**config.mk**
```make
export PLATFORM = sky130hd
export DESIGN_NAME = lcd_frame_timer
export DESIGN_NICKNAME = d
export VERILOG_FILES = /design/src/rtl/lcd_frame_timer.sv
export SDC_FILE = /design/constraint.sdc
export NUM_CORES = 1
export LEC_CHECK = 0
export BUFFER_PORTS_ARGS = -buffer_cell sky130_fd_sc_hd__buf_2
export CAP_MARGIN = 25
export CORE_UTILIZATION = 30
export CTS_CLUSTER_SIZE = 25
export DETAILED_ROUTE_END_ITERATION = 16
export PLACE_DENSITY_LB_ADDON = 0.3
export SLEW_MARGIN = 10
export SYNTH_ARGS = -nofsm -noshare
export SYNTH_HDL_FRONTEND = slang
export SYNTH_SLANG_ARGS = --single-unit
```
**constraint.sdc**
```tcl
create_clock -name clk -period 4.1 [get_ports clk]
set_clock_uncertainty 0.2 [all_clocks]
set_input_delay 0.205 -clock clk [delete_from_list [all_inputs] [get_ports clk]]
set_output_delay 0.205 -clock clk [all_outputs]
set_load 0.02 [all_outputs]
```
**src/rtl/lcd_frame_timer.sv**
```systemverilog
module lcd_frame_timer #(
  parameter int PHASE_TICKS = 256,
  parameter int COM_W       = 2,
  parameter int DIV_W       = 3
) (
  input  logic             clk,
  input  logic             rst_n,
  input  logic             slow_tick,
  input  logic             enable,
  input  logic [DIV_W-1:0] div_sel,
  input  logic [COM_W-1:0] com_sel,
  input  logic [3:0]       buf_code,
  input  logic             lp_req,
  input  logic [1:0]       bias_sel,
  output logic [COM_W-1:0] com_idx,
  output logic             phase_stb,
  output logic             frame_end,
  output logic             buf_en,
  output logic             lp_active,
  output logic [1:0]       bias_out
);
  localparam int PH_W = $clog2(PHASE_TICKS);
  localparam int SL_W = PH_W + DIV_W + 1;
  localparam logic [PH_W-1:0] PH_LAST = PH_W'(PHASE_TICKS - 1);

  logic [DIV_W-1:0] pre_cnt;
  logic [PH_W-1:0]  ph_cnt;
  logic [SL_W-1:0]  sl_cnt;
  logic [SL_W-1:0]  half_len;
  logic             buf_on;

  wire div_tick = enable && slow_tick && (pre_cnt >= div_sel);
  wire com_last = (com_idx >= com_sel);
  assign phase_stb = div_tick && (ph_cnt == PH_LAST);
  assign frame_end = phase_stb && com_last;
  assign half_len  = (SL_W'(div_sel) + SL_W'(1)) << (PH_W - 1);

  always_ff @(posedge clk or negedge rst_n) begin
    if (!rst_n) begin
      pre_cnt <= '0;
      ph_cnt  <= '0;
      sl_cnt  <= '0;
      com_idx <= '0;
    end else if (!enable) begin
      pre_cnt <= '0;
      ph_cnt  <= '0;
      sl_cnt  <= '0;
      com_idx <= '0;
    end else begin
      if (slow_tick)
        pre_cnt <= div_tick ? '0 : pre_cnt + DIV_W'(1);
      if (div_tick)
        ph_cnt <= (ph_cnt == PH_LAST) ? '0 : ph_cnt + PH_W'(1);
      if (phase_stb)
        com_idx <= com_last ? '0 : com_idx + COM_W'(1);
      if (phase_stb)
        sl_cnt <= '0;
      else if (slow_tick && (sl_cnt != '1))
        sl_cnt <= sl_cnt + SL_W'(1);
    end
  end

  always_ff @(posedge clk or negedge rst_n) begin
    if (!rst_n) begin
      lp_active <= 1'b0;
      bias_out  <= '0;
    end else if (!enable || frame_end) begin
      lp_active <= lp_req;
      bias_out  <= bias_sel;
    end
  end

  always_comb begin
    buf_on = 1'b0;
    if (buf_code >= 4'd1 && buf_code <= 4'd7)
      buf_on = sl_cnt < (SL_W'(1) << buf_code[2:0]);
    else if (buf_code == 4'd8)
      buf_on = sl_cnt < half_len;
    else if (buf_code == 4'd9)
      buf_on = 1'b1;
  end

  assign buf_en = enable && buf_on;
endmodule


```
==> summary.txt <==
Drt
  – Post-DRT Antenna Nets: 0
  – Drt wl/cell: 13.66 um
  – DRC errors left: 0
  – DRT Wirelength: 4302 um
  – Initial DRT Pass Iterations: 4
  – Starting DRC count in detailed routing: 85
  – Via density: 5.483
  – Routed via count: 1727

Synthesis
  – Post-synth cell types: 45
  – Register area share after synthesis: 0.3558
  – Synth warn: 0
  – Synth Register Bits: 28
  – Ys flop type: dfrtp_1
  – Net count after synthesis: 253
  – Synth async-reset ratio: 1.000
  – Avg Synthesized Cell Area: 9.034 sq um
  – Mapped Cells: 218
  – Post-synth EDFFs: 0
  – Synthesized area: 1969 sq um

Global route
  – Most Crowded Layer GR: met2
  – Vias in the first global route: 1593
  – GR Util met1: 0.1797
  – Total GRT Usage: 0.1292
  – Global-route track usage on met3: 0.01392
  – Grt total ovfl: 0
  – Initial antenna violation count: 0
  – Global-route wire length before repair: 7362 um
  – Met2 Use GR: 0.2079
  – Largest net degree at the start of global routing: 29

Clock network
  – Clk sinks: 28
  – Cts hold-fix bufs: 4
  – Clock tree buffer depth: 2
  – Num CTS Buffers: 3
  – H-tree Lvls: 1
  – Root Buffer: clkbuf_8
  – Register clock-pin slew on the reported worst setup and hold paths: 0.09 ns
  – Post-cts resize count: 0
  – Worst-Skew Late Latency: 0.27 ns
  – CTS tree: yes
  – Setup bufs post-CTS: 0

Worst setup path
  – Reg-to-reg endpoint: sl_cnt[2]
  – Worst EP arrival: 2.03 ns
  – Worst-case register-to-register setup slack: 1.80 ns
  – Setup crit end kind: output port
  – Critical path launch point: pre_cnt[2]
  – Setup CP Type: reg2out
  – Data required, critical path: 3.69 ns
  – Reg2Reg Depth: 5
  – RR Startpoint: pre_cnt[2]
  – CP max FO: 19
  – Startpoint types: flip-flop
  – Worst setup path endpoint: frame_end

Pwr
  – Leak pwr: 0.9315 nW
  – PwrDens: 236.1 nW/um^2
  – Max VDD drop: 0.1203 mV

Floorplan
  – Die height: 83.02 um
  – Site Rows: 29
  – Core area: 6350 sq um
  – Starting Density: 0.3101
  – I/O pin total: 24
  – Horiz. Die Dim: 83.02 um
  – Die area: 6892 sq um

Timing
  – Minimum clock period: 2.435 ns
  – Tightest Pin Transition: 0.8923 ns
  – Fmax: 410.7 MHz
  – Setup TNS: 0 ns
  – Slew Viols, Final: 0
  – Final period util: 0.5938
  – Final setup viols: 0
  – Hold Worst Slack: 0.1237 ns
  – Final hold vios: 0
  – RSZ-0062 raised after global routing: no
  – Slew margin rel.: 0.4001
  – Setup WS post-layout: 1.665 ns

Placed design
  – IO Port Bufs: 23
  – Dpl ws: 1.806 ns
  – Routability cong.: 0.8091
  – Placed instance area: 2127 sq um
  – Dpl hpwl: 3154 um

Run
  – Max-cap violations: 0

Final layout
  – Share of cells above drive strength 1: 0.1471
  – Diodes inserted: 0
  – Fin area: 2208 sq um
  – Area growth syn-to-layout: 12.13%
  – Final nets: 275

Min path
  – Hold Crit Class: in2reg

Status
  – Status: finished, final reports clean
-- how the worst min path moves through the flow --
stage | start | endpoint | slack [ns] | depth (start not counted)
2_1_floorplan | rst_n | bias_out[0] | -0.29 | 0
3_3_place_gp | rst_n | com_idx[0] | 0.08 | 1
3_5_place_dp | rst_n | bias_out[1] | 0.07 | 1
4_1_cts | enable | ph_cnt[2] | 0.11 | 3
5_1_grt | enable | ph_cnt[2] | 0.14 | 3
6_report | enable | ph_cnt[2] | 0.12 | 3
-- logic make-up (layout without fill, tap and decap cells) --
family	count (synthesis)	after routing	share of synthesized area
fa+ha+maj	19	19	0.1207
compound gates	52	52	0.1779
flops	28	28	0.3558
xor+xnor	3	3	0.01334
simple gates	90	90	0.2471
mux	8	8	0.04257
buf+inv	18	38	0.04256
-- where the power goes --
| part | internal (mW) | leakage (nW) | switching, mW |
|---|---|---|---|
| combinational | 0.0326 | 0.528 | 0.0534 |
| clock | 0.0659 | 0.0216 | 0.0800 |
| sequential | 0.283 | 0.382 | 0.00618 |
| total | 0.382 | 0.932 | 0.140 |
-- flip-flops by register name (all words and copies together) (netlist names) --
signal     count
lp_active      1
com_idx        2
sl_cnt        12
ph_cnt         8
pre_cnt        3
bias_out       2
-- per-stage QoR --
| step | power [mW] | std cells | util |
|---|---|---|---|
| final | 0.5213 | 315 | 0.3478 |
| after global routing | 0.5579 | 315 | 0.3478 |
| after CTS | 0.5322 | 315 | 0.3478 |
| after detailed placement | 0.3795 | 308 | 0.3350 |
| after global placement | 0.3776 | 308 | 0.3350 |
| after floorplan | 0.3495 | 218 | - |
-- critical path: stages (launching register included) --
cell and delay [ns]:
dfrtp_1 0.42, ha_1 0.30, a21oi_1 0.18, o21a_1 0.55, nor4_1 0.13, buf_2 0.19
-- final cells by class --
cell class	instances	area, sq um
clock buffer	3	41.29
fill	657	4141
inverter	8	30.03
multi-input combinational	172	1185
sequential	28	700.7
tap	77	96.34
timing repair buffer	27	155.1
-- per-layer routing --
layer | share of wire | vias to the layer above
met5 | 0 | -
met4 | 0.0077 | 0
met3 | 0.016 | 2
met2 | 0.46 | 22
met1 | 0.52 | 831
li1 | - | 872
-- synthesized netlist by cell type (4+ instances only) --
| library cell | n | area (sq um) |
|---|---|---|
| ha_1 | 19 | 237.7 |
| nand3_1 | 15 | 75.07 |
| nor2_1 | 13 | 48.80 |
| nand2_1 | 17 | 63.81 |
| a21oi_1 | 17 | 85.08 |
| or3_1 | 5 | 31.28 |
| mux2i_1 | 5 | 50.05 |
| nor3_1 | 10 | 50.05 |
| dfrtp_1 | 28 | 700.7 |
| o31ai_1 | 6 | 45.04 |
| inv_1 | 8 | 30.03 |
| o21ai_0 | 10 | 50.05 |
| or4_1 | 4 | 30.03 |
| clkbuf_1 | 4 | 15.01 |
| o21a_1 | 4 | 30.03 |
| nand4_1 | 8 | 50.05 |
-- layout by cell type (no fill, tap or decap), drive strengths merged, types with 3 or more instances in the layout --
cell type | synthesis | final
a21oi | 17 | 17
and4 | 3 | 3
buf | 5 | 23
clkbuf | 5 | 3
dfrtp | 28 | 28
dlygate4sd3 | 0 | 4
ha | 19 | 19
inv | 8 | 8
mux2 | 3 | 3
mux2i | 5 | 5
nand2 | 17 | 17
nand3 | 15 | 15
nand3b | 3 | 3
nand4 | 9 | 9
nor2 | 13 | 13
nor3 | 10 | 10
o2111ai | 3 | 3
o21a | 4 | 4
o21ai | 11 | 11
o31ai | 7 | 7
or3 | 5 | 5
or4 | 4 | 4
No activity file was read; power rests on OpenSTA's default activity.
